===== config.mk =====
export PLATFORM = sky130hd
export DESIGN_NAME = rmw_line_gate
export DESIGN_NICKNAME = d
export VERILOG_FILES = /design/src/rtl/rmw_gate_pkg.sv /design/src/rtl/rmw_lock_table.sv /design/src/rtl/rmw_admit.sv /design/src/rtl/rmw_line_gate.sv
export SDC_FILE = /design/constraint.sdc
export NUM_CORES = 1
export LEC_CHECK = 0
export ABC_AREA = 1
export BUFFER_PORTS_ARGS = -buffer_cell sky130_fd_sc_hd__clkbuf_2
export CAP_MARGIN = 40
export CORE_MARGIN = 2
export CORE_UTILIZATION = 50
export DETAILED_ROUTE_END_ITERATION = 12
export PLACE_DENSITY = 0.77
export SYNTH_ARGS = -nofsm -noshare
export SYNTH_HDL_FRONTEND = slang
export SYNTH_SLANG_ARGS = --single-unit

===== constraint.sdc =====
create_clock -name clk -period 2.48 [get_ports clk]
set_input_delay 0 -clock clk [delete_from_list [all_inputs] [get_ports clk]]
set_output_delay 0 -clock clk [all_outputs]
set_load 0.03 [all_outputs]

===== src/rtl/rmw_gate_pkg.sv =====
package rmw_gate_pkg;
   typedef enum logic [2:0] {
      RK_LOAD  = 3'd0,
      RK_STORE = 3'd1,
      RK_FETCH = 3'd2,
      RK_LRD   = 3'd3,
      RK_LWR   = 3'd4
   } req_kind_e;

   typedef enum logic [1:0] {
      ST_PASS  = 2'd0,
      ST_ALIAS = 2'd1
   } rsp_code_e;
endpackage


===== src/rtl/rmw_lock_table.sv =====
module rmw_lock_table #(
   parameter int LINE_W  = 26,
   parameter int ENTRIES = 4
) (
   input  logic              clk,
   input  logic              rst,
   input  logic [LINE_W-1:0] look_line,
   output logic              look_hit,
   input  logic [LINE_W-1:0] upd_line,
   input  logic              upd_set,
   input  logic              upd_clr,
   output logic              ovf_flag
);
   logic [ENTRIES-1:0] vld;
   logic [LINE_W-1:0]  tag [ENTRIES];
   logic [ENTRIES-1:0] look_m;
   logic [ENTRIES-1:0] upd_m;
   logic [ENTRIES-1:0] free_oh;

   for (genvar i = 0; i < ENTRIES; i++) begin : g_cmp
      assign look_m[i] = vld[i] && (tag[i] == look_line);
      assign upd_m[i]  = vld[i] && (tag[i] == upd_line);
   end

   assign look_hit = |look_m;

   if (ENTRIES == 1) begin : g_free_single
      assign free_oh = ~vld;
   end else begin : g_free_scan
      always_comb begin
         logic taken;
         taken   = 1'b0;
         free_oh = '0;
         for (int i = 0; i < ENTRIES; i++) begin
            if (!vld[i] && !taken) begin
               free_oh[i] = 1'b1;
               taken      = 1'b1;
            end
         end
      end
   end

   always_ff @(posedge clk) begin
      if (rst) begin
         vld      <= '0;
         ovf_flag <= 1'b0;
      end else if (upd_set && (upd_m == '0)) begin
         if (free_oh == '0) begin
            ovf_flag <= 1'b1;
         end else begin
            for (int i = 0; i < ENTRIES; i++) begin
               if (free_oh[i]) begin
                  vld[i] <= 1'b1;
                  tag[i] <= upd_line;
               end
            end
         end
      end else if (upd_clr) begin
         vld <= vld & ~upd_m;
      end
   end
endmodule


===== src/rtl/rmw_admit.sv =====
module rmw_admit
   import rmw_gate_pkg::*;
#(
   parameter int ADDR_W = 32,
   parameter int LINE_W = 26
) (
   input  logic              clk,
   input  logic              rst,
   input  logic              accept,
   input  logic [ADDR_W-1:0] req_addr,
   input  logic [2:0]        req_type,
   input  logic [LINE_W-1:0] req_line,
   input  logic              block_en,
   input  logic              tbl_hit,
   input  logic              cpl_lrd,
   input  logic [LINE_W-1:0] cpl_line,
   output logic              fwd_valid,
   output logic [ADDR_W-1:0] fwd_addr,
   output logic [2:0]        fwd_type,
   output logic              rsp_valid,
   output logic [1:0]        rsp_status
);
   logic line_locked;
   logic refuse;

   // a lock being set this cycle is visible to a request this cycle
   assign line_locked = tbl_hit || (cpl_lrd && (cpl_line == req_line));
   assign refuse      = block_en && line_locked && (req_type != RK_LWR);

   always_ff @(posedge clk) begin
      if (rst) begin
         fwd_valid  <= 1'b0;
         rsp_valid  <= 1'b0;
         rsp_status <= ST_PASS;
      end else begin
         fwd_valid  <= accept && !refuse;
         rsp_valid  <= accept;
         rsp_status <= (accept && refuse) ? ST_ALIAS : ST_PASS;
      end
   end

   always_ff @(posedge clk) begin
      if (accept) begin
         fwd_addr <= req_addr;
         fwd_type <= req_type;
      end
   end
endmodule


===== src/rtl/rmw_line_gate.sv =====
module rmw_line_gate
   import rmw_gate_pkg::*;
#(
   parameter int ADDR_W    = 32,
   parameter int LINE_OFFS = 6,
   parameter int LOCK_ENTRIES = 4
) (
   input  logic              clk,
   input  logic              rst,
   input  logic              block_en,
   input  logic              req_valid,
   output logic              req_ready,
   input  logic [ADDR_W-1:0] req_addr,
   input  logic [2:0]        req_type,
   input  logic              cpl_valid,
   input  logic [ADDR_W-1:0] cpl_addr,
   input  logic [2:0]        cpl_type,
   output logic              fwd_valid,
   output logic [ADDR_W-1:0] fwd_addr,
   output logic [2:0]        fwd_type,
   output logic              rsp_valid,
   output logic [1:0]        rsp_status,
   output logic              ovf_err
);
   localparam int LINE_W = ADDR_W - LINE_OFFS;

   if (LINE_OFFS < 0 || LINE_OFFS >= ADDR_W) begin : g_bad_offs
      $error("rmw_line_gate: LINE_OFFS must lie in [0, ADDR_W)");
   end
   if (LOCK_ENTRIES < 1) begin : g_bad_depth
      $error("rmw_line_gate: LOCK_ENTRIES must be at least 1");
   end

   logic [LINE_W-1:0] req_line;
   logic [LINE_W-1:0] cpl_line;
   logic              accept;
   logic              cpl_lrd;
   logic              cpl_lwr;
   logic              tbl_hit;
   logic              unused_low;

   assign req_line   = req_addr[ADDR_W-1:LINE_OFFS];
   assign cpl_line   = cpl_addr[ADDR_W-1:LINE_OFFS];
   assign unused_low = ^cpl_addr;
   assign req_ready  = !rst;
   assign accept     = req_valid && req_ready;
   assign cpl_lrd    = cpl_valid && (cpl_type == RK_LRD);
   assign cpl_lwr    = cpl_valid && (cpl_type == RK_LWR);

   rmw_lock_table #(
      .LINE_W  (LINE_W),
      .ENTRIES (LOCK_ENTRIES)
   ) u_table (
      .clk       (clk),
      .rst       (rst),
      .look_line (req_line),
      .look_hit  (tbl_hit),
      .upd_line  (cpl_line),
      .upd_set   (cpl_lrd),
      .upd_clr   (cpl_lwr),
      .ovf_flag  (ovf_err)
   );

   rmw_admit #(
      .ADDR_W (ADDR_W),
      .LINE_W (LINE_W)
   ) u_admit (
      .clk        (clk),
      .rst        (rst),
      .accept     (accept),
      .req_addr   (req_addr),
      .req_type   (req_type),
      .req_line   (req_line),
      .block_en   (block_en),
      .tbl_hit    (tbl_hit),
      .cpl_lrd    (cpl_lrd),
      .cpl_line   (cpl_line),
      .fwd_valid  (fwd_valid),
      .fwd_addr   (fwd_addr),
      .fwd_type   (fwd_type),
      .rsp_valid  (rsp_valid),
      .rsp_status (rsp_status)
   );
endmodule


==> results of run 1 <==
power groups by stage:
stage	logic (uW)	registers, uW	clock network, uW
6_report	700	2780	2500
5_1_grt	756	2780	2640
2_1_floorplan	310	2920	0
4_1_cts	692	2780	2520
3_3_place_gp	599	2830	0
3_5_place_dp	609	2830	0
worst max-delay path, stage by stage (launching register included):
cell	delay, ns
edfxtp_1	0.49
inv_1	0.09
nand2_1	0.05
nand2_1	0.06
nor2_1	0.05
nand2_1	0.11
nor2_1	0.09
nand4_1	0.10
nand2_1	0.06
nor2_2	0.18
nand3_4	0.17
nor2_2	0.13
buf_4	0.30
metrics by stage:
step                worst slack [ns]  utilization  hold slack [ns]  instances
CTS                            0.279        0.629           0.0393       1317
finish                         0.249        0.629           0.0478       1319
floorplan                     -0.199            -           0.0691        921
detailed placement             0.293        0.553            0.179       1221
global placement               0.313        0.553            0.180       1221
global route                  0.0799        0.629           0.0851       1317
logic make-up (layout without fill, tap and decap cells):
| group | count (synthesis) | count (layout) | share of synthesized area |
|---|---|---|---|
| buf+inv | 147 | 327 | 0.0847 |
| other cells | 1 | 3 | 0.000460 |
| compound gates | 66 | 66 | 0.0468 |
| simple gates | 456 | 456 | 0.224 |
| xor+xnor | 104 | 104 | 0.113 |
| flops | 147 | 147 | 0.531 |
registers in the layout, summed over array words and instances (netlist names):
signal and flops:
u_table.tag 104, u_admit.fwd_addr 32, u_table.vld 4, u_admit.fwd_type 3, u_admit.fwd_valid 1, u_admit.rsp_status 1, u_admit.rsp_valid 1, u_table.ovf_flag 1
synth_stat cells (all sizes together):
cell type  count  area (sq um)
buf           29           246
edfxtp       139          4170
nor3          15          75.1
o21ai         32           171
nand4         18           113
conb           1          3.75
inv          117           439
a21boi         1          7.51
xnor2         23           201
clkbuf         1          5.00
o22ai         23           144
or2            1          6.26
xor2          81           717
nor2         119           452
nand3         24           133
dfxtp          8           160
a21oi          8          43.8
nand3b         1          7.51
nand2        278          1040
a22oi          2          15.0
cell usage in the layout (no fill, tap or decap), types with 23 or more instances in the layout:
| cell | instances |
|---|---|
| dlygate4sd3_1 | 64 |
| nor2_1 | 114 |
| clkbuf_2 | 108 |
| nand3_1 | 23 |
| xnor2_1 | 23 |
| xor2_1 | 80 |
| inv_1 | 100 |
| edfxtp_1 | 139 |
| o22ai_1 | 23 |
| nand2_1 | 278 |
| o21ai_0 | 23 |
cell type report:
cell class,count,area [sq um]
diodes,2,5.00
flip-flops and latches,147,4330
inverters,117,439
clock buffers,19,433
multi-input cells,627,3140
well taps,216,270
clock inverters,13,138
repair buffers,178,1280
fillers,1334,5910
layer usage:
| layer | GRT usage | vias up | wire length [um] |
|---|---|---|---|
| li1 | - | 3288 | - |
| met1 | 0.370 | 3181 | 9750 |
| met2 | 0.469 | 384 | 11500 |
| met3 | 0.0577 | 56 | 2110 |
| met4 | 0.109 | 0 | 728 |
| met5 | 0 | - | 0 |
final timing paths:
check / from / end / slack [ns] / depth (start not counted)
max: u_table.tag[3][1] / u_table.tag[2][11] / 0.25 / 12
min: cpl_type[2] / u_table.vld[1] / 0.05 / 6
max reg2reg: u_table.tag[3][1] / u_table.tag[2][11] / 0.25 / 12
min reg2reg: u_table.ovf_flag / u_table.ovf_flag / 0.46 / 2
==> run summary, run 1 <==
Design Area, Final = 10,000 sq um
Mapped Nets = 996
Die Area = 17,400 sq um
Clock Path Buffers = 2
Global-route wire length before repair = 36.6 mm
Max Cap Violations = 0
Worst EP arrival = 2.33 ns
Clock power share = 0.418
Setup Skew = 0.00858 ns
TNS Setup = 0 ns
Post-cts sizing count = 0
Pin count of the biggest net entering global routing = 28
Synth Register Bits = 147
Site Rows = 46
Seq/Total Area, Yosys = 0.531
Internal Dissipation = 4490 uW
Routability cong. = 0.985
Sw Ratio = 0.249
Netlist cell types = 29
Post-Syn Instances = 921
Max VDD drop = 517 uV
CTS Sinks = 147
Num CTS Buffers = 17
Static Leak = 0.00435 uW
DIE WIDTH = 132 um
Worst Path Required = 2.58 ns
Top Ports = 116
Post-DP HPWL = 17.9 mm
Max Transition Viols Final = 0
Drt pass-1 iters = 6
WL final = 24.1 mm
Die height = 132 um
Worst skew pair latency = 0.43 ns
Detailed-route vias per instance = 5.24
Fin crit period = 2.23 ns
Antenna-violating nets left = 0
Post-CTS Setup Inserts = 0
PD cells = 596 nW/um^2
CORE AREA = 15,900 sq um
Final setup vio count = 0
Via Count = 6,909
Achievable Freq = 448 MHz
Pwr Total = 5980 uW
H-tree levels = 4
Final #Nets = 1,163
Sw power = 1490 uW
Post-cts hold buffer count = 64
WL per Instance = 18.3 um
GRT Total Usage = 0.284
CP endpoint kind = register
CTS tree = built
Area grow syn2layout = 23.0%
Initial antenna violation count = 2
Status = finished, final reports clean
Flop pwr share = 0.465
Clock-pin slew on the worst setup and hold paths = 0.06 ns
Port Buf Inserts = 108
Grt total ovfl = 0
Starting density of the core = 0.512
Root Buffer = clkbuf_16
Gate power share = 0.117
RSZ-0062 raised after global routing = false
CP max FO = 17
Synth Cell Area = 8160 sq um
DRT iter0 DRCs = 835
Ratio of final minimum period to clock period = 0.900
Yosys warning count = 0
Drt drc = 0
Area after DPL = 8820 sq um
Critical path type = reg -> reg
Layout cells sized above 1 = 0.155
Startpoint Class = register
Worst Hold Class = in -> reg
Vias in the first global route = 6,647
Mean Syn Cell Area = 8.86 sq um
Hold Violations, Final = 0
No activity file was read; power rests on OpenSTA's default activity.
==> run 2: changes to the inputs <==
--- a/config.mk
+++ b/config.mk
@@ -10,8 +10,10 @@
 export CAP_MARGIN = 40
 export CORE_MARGIN = 2
 export CORE_UTILIZATION = 50
+export CTS_CLUSTER_DIAMETER = 30
 export DETAILED_ROUTE_END_ITERATION = 12
 export PLACE_DENSITY = 0.77
 export SYNTH_ARGS = -nofsm -noshare
 export SYNTH_HDL_FRONTEND = slang
+export SYNTH_HIERARCHICAL = 1
 export SYNTH_SLANG_ARGS = --single-unit
==> run 2 against run 1 <==
Sequential power about the same; non-clock buffer count is the same; synthesized cell count fell by 1.8%; sequential share of layout area is 0.26 points lower; largest power group unchanged.
==> run summary, run 2 <==
Setup Skew = 0.0101 ns (+0.00157 ns)
Pin count of the biggest net entering global routing = 27 (-3.6%)
Drt pass-1 iters = 5 (-1)
Seq/Total Area, Yosys = 0.537 (+0.00552)
Post-synth top cells = nand2_1, inv_1, edfxtp_1
Hold Violations, Final = 0 (unchanged)
Internal Dissipation = 4580 uW (+2.1%)
Worst EP arrival = 2.41 ns (+0.08 ns)
TNS Setup = 0 ns (unchanged)
Netlist cell types = 37 (+28%)
Critical path type = reg -> reg
CP bufs+invs = 3 (+1)
H-tree levels = 4 (unchanged)
Most common cell after layout, fill and taps aside = nand2_1
Register area = 4330 sq um (unchanged)
Yosys top cell area share = 0.517 (+0.00531)
Worst Hold Class = in -> reg
Status = finished, final reports clean
Main synth FF type = edfxtp_1
Inst Count DP = 1,223 (+0.16%)
Final setup vio count = 0 (unchanged)
Most common cell in the netlist = nand2_1
CP max FO = 16 (-1)
Site Rows = 46 (unchanged)
Via Count = 7,028 (+1.7%)
Max VDD drop = 443 uV (-14%)
Die Area = 17,200 sq um (-0.99%)
Num CTS Buffers = 17 (unchanged)
PD cells = 601 nW/um^2 (+0.90%)
Worst Path Required = 2.64 ns (+0.06 ns)
WL final = 25.1 mm (+4.0%)
Design Area, Final = 10,100 sq um (+0.61%)
FILL cells = 1,294 (-3.0%)
PnR worst setup slack = 0.232 ns (-0.0170 ns)
Layout cells sized above 1 = 0.163 (+0.00756)
CORE AREA = 15,800 sq um (-0.72%)
Starting density of the core = 0.510 (-0.00158)
Clock Path Buffers = 2 (unchanged)
Ratio of final minimum period to clock period = 0.907 (+0.00684)
Top Ports = 116 (unchanged)
Non-filler cells, final = 1,315 (-0.30%)
RSZ-0062 raised after global routing = false
CTS tree = built
Largest registers = u_table/tag x104, u_admit/fwd_addr x32, u_table/vld x4
Synth area leaders = edfxtp_1, nand2_1, inv_1, xnor2_1, xor2_1
Post-DP HPWL = 18.3 mm (+2.3%)
Worst path cell trace = xnor2_1 > nand2_1 > nor2_1 > nand2_1 > nor2_1 > nand3_1 > nand2_1 > inv_1 > nand2_2 > nor2_2 > nand2_1 > inv_1 > buf_4
Fin crit period = 2.25 ns (+0.0170 ns)
Max incr delay on CP = 0.45 ns (-0.04 ns)
Port Buf Inserts = 108 (unchanged)
Startpoint Class = register
Flop pwr share = 0.458 (-0.007)
Post-cts sizing count = 0 (unchanged)
Worst skew pair latency = 0.43 ns (about the same)
Sw Ratio = 0.245 (-0.00416)
Largest register by flop count = u_table/tag
Synth Register Bits = 147 (unchanged)
Global-route wire length before repair = 36.7 mm (+0.36%)
Max reg flops = 104 (unchanged)
Top delay family on crit path = simple AND/OR/NAND/NOR gates
Slew @ Worst Pin = 0.501 ns
Sw power = 1490 uW (-0.19%)
Initial antenna violation count = 0 (-2)
Clock power share = 0.423 (+0.005)
Detailed-route vias per instance = 5.34 (+2.0%)
# diodes = 0 (-2)
Max Cap Violations = 0 (unchanged)
Synth Cell Area = 8070 sq um (-1.0%)
Grt total ovfl = 0 (unchanged)
Root Buffer = clkbuf_16
Gate power share = 0.118 (about the same)
Post-synth ARST share = 0 (unchanged)
Most used cell, CP = nand2_1
Mean Syn Cell Area = 8.93 sq um (+0.83%)
CP max-delay cell = edfxtp_1
GRT Total Usage = 0.301 (+0.0176)
DRT iter0 DRCs = 858 (+2.8%)
Slew margin rel. = 0.663
Number of synthesized flops with an enable pin = 139 (unchanged)
Yosys warning count = 6 (+6)
DIE WIDTH = 131 um (-0.50%)
Drt drc = 0 (unchanged)
WL per Instance = 19.1 um (+4.3%)
CP endpoint kind = register
Mapped Nets = 979 (-1.7%)
Most frequent cells in the layout = nand2_1, inv_1, edfxtp_1
Area after DPL = 8910 sq um (+1.0%)
Clock-pin slew on the worst setup and hold paths = 0.06 ns (about the same)
Final #Nets = 1,162 (-0.086%)
Die height = 131 um (-0.50%)
Achievable Freq = 445 MHz (-0.75%)
Post-Syn Instances = 904 (-1.8%)
Finished Core Util = 0.638 (+0.00845)
Area occupied by multi-input gates = 3120 sq um (-0.68%)
Routability cong. = 1.04 (+5.5%)
Antenna-violating nets left = 0 (unchanged)
Post-CTS Setup Inserts = 0 (unchanged)
Post-cts hold buffer count = 61 (-4.7%)
CTS Sinks = 147 (unchanged)
DP Worst Slack = 0.337 ns (+0.0442 ns)
Leading area contributor after synthesis = edfxtp_1
Vias in the first global route = 6,551 (-1.4%)
Area grow syn2layout = 25.1%
Max Transition Viols Final = 0 (unchanged)
Static Leak = 0.00443 uW (+1.9%)
run 2: logic make-up (layout without fill, tap and decap cells):
group | after synthesis | in the layout | synth area share
AO/OA/AOI/OAI | 77 | 77 | 0.0648
XOR/XNOR | 98 | 98 | 0.106
buffers and inverters | 162 | 357 | 0.0784
flip-flops | 147 | 147 | 0.537
other | 1 | 1 | 0.000464
AND/OR/NAND/NOR | 419 | 419 | 0.213
run 2: power groups by stage:
stage	Sequential [uW]	Combinational [uW]	Clock, uW
floorplan	2920	271	0
global placement	2830	621	0
detailed placement	2830	629	0
CTS	2780	708	2590
global route	2790	779	2690
finish	2780	719	2570
run 2: path summary, 6_finish.rpt:
check        slack [ns]                  to          startpoint  cells after the start
max                0.23  u_table/tag[2][22]  u_table/tag[0][19]                     13
min               0.007  u_table/tag[1][20]        cpl_addr[26]                      1
max reg2reg        0.23  u_table/tag[2][22]  u_table/tag[0][19]                     13
min reg2reg        0.49    u_table/ovf_flag    u_table/ovf_flag                      2
run 2: area by class of cell:
type,instances,share of cell area
inverters,148,0.0550
repair buffers,178,0.123
multi-input cells,595,0.309
clock buffers,20,0.0432
clock inverters,11,0.0136
well taps,216,0.0268
flip-flops and latches,147,0.429
run 2: routing by layer:
metal	global-route usage	share of wire
met3	0.0580	0.086
met1	0.402	0.42
met5	0	0
met4	0.108	0.029
met2	0.494	0.47
run 2: worst register-to-register path, cell delays in order (launching register included):
cell and delay, ns:
edfxtp_1 0.45, xnor2_1 0.18, nand2_1 0.07, nor2_1 0.23, nand2_1 0.11, nor2_1 0.18, nand3_1 0.09, nand2_1 0.07
inv_1 0.05, nand2_2 0.11, nor2_2 0.06, nand2_1 0.09, inv_1 0.06, buf_4 0.21
run 2: per-stage QoR:
step	total power, uW	hold WS (ns)
5_1_grt	6250	0.00885
3_3_place_gp	3450	0.178
2_1_floorplan	3190	0.0624
6_report	6070	0.00680
3_5_place_dp	3460	0.179
4_1_cts	6080	0.00406
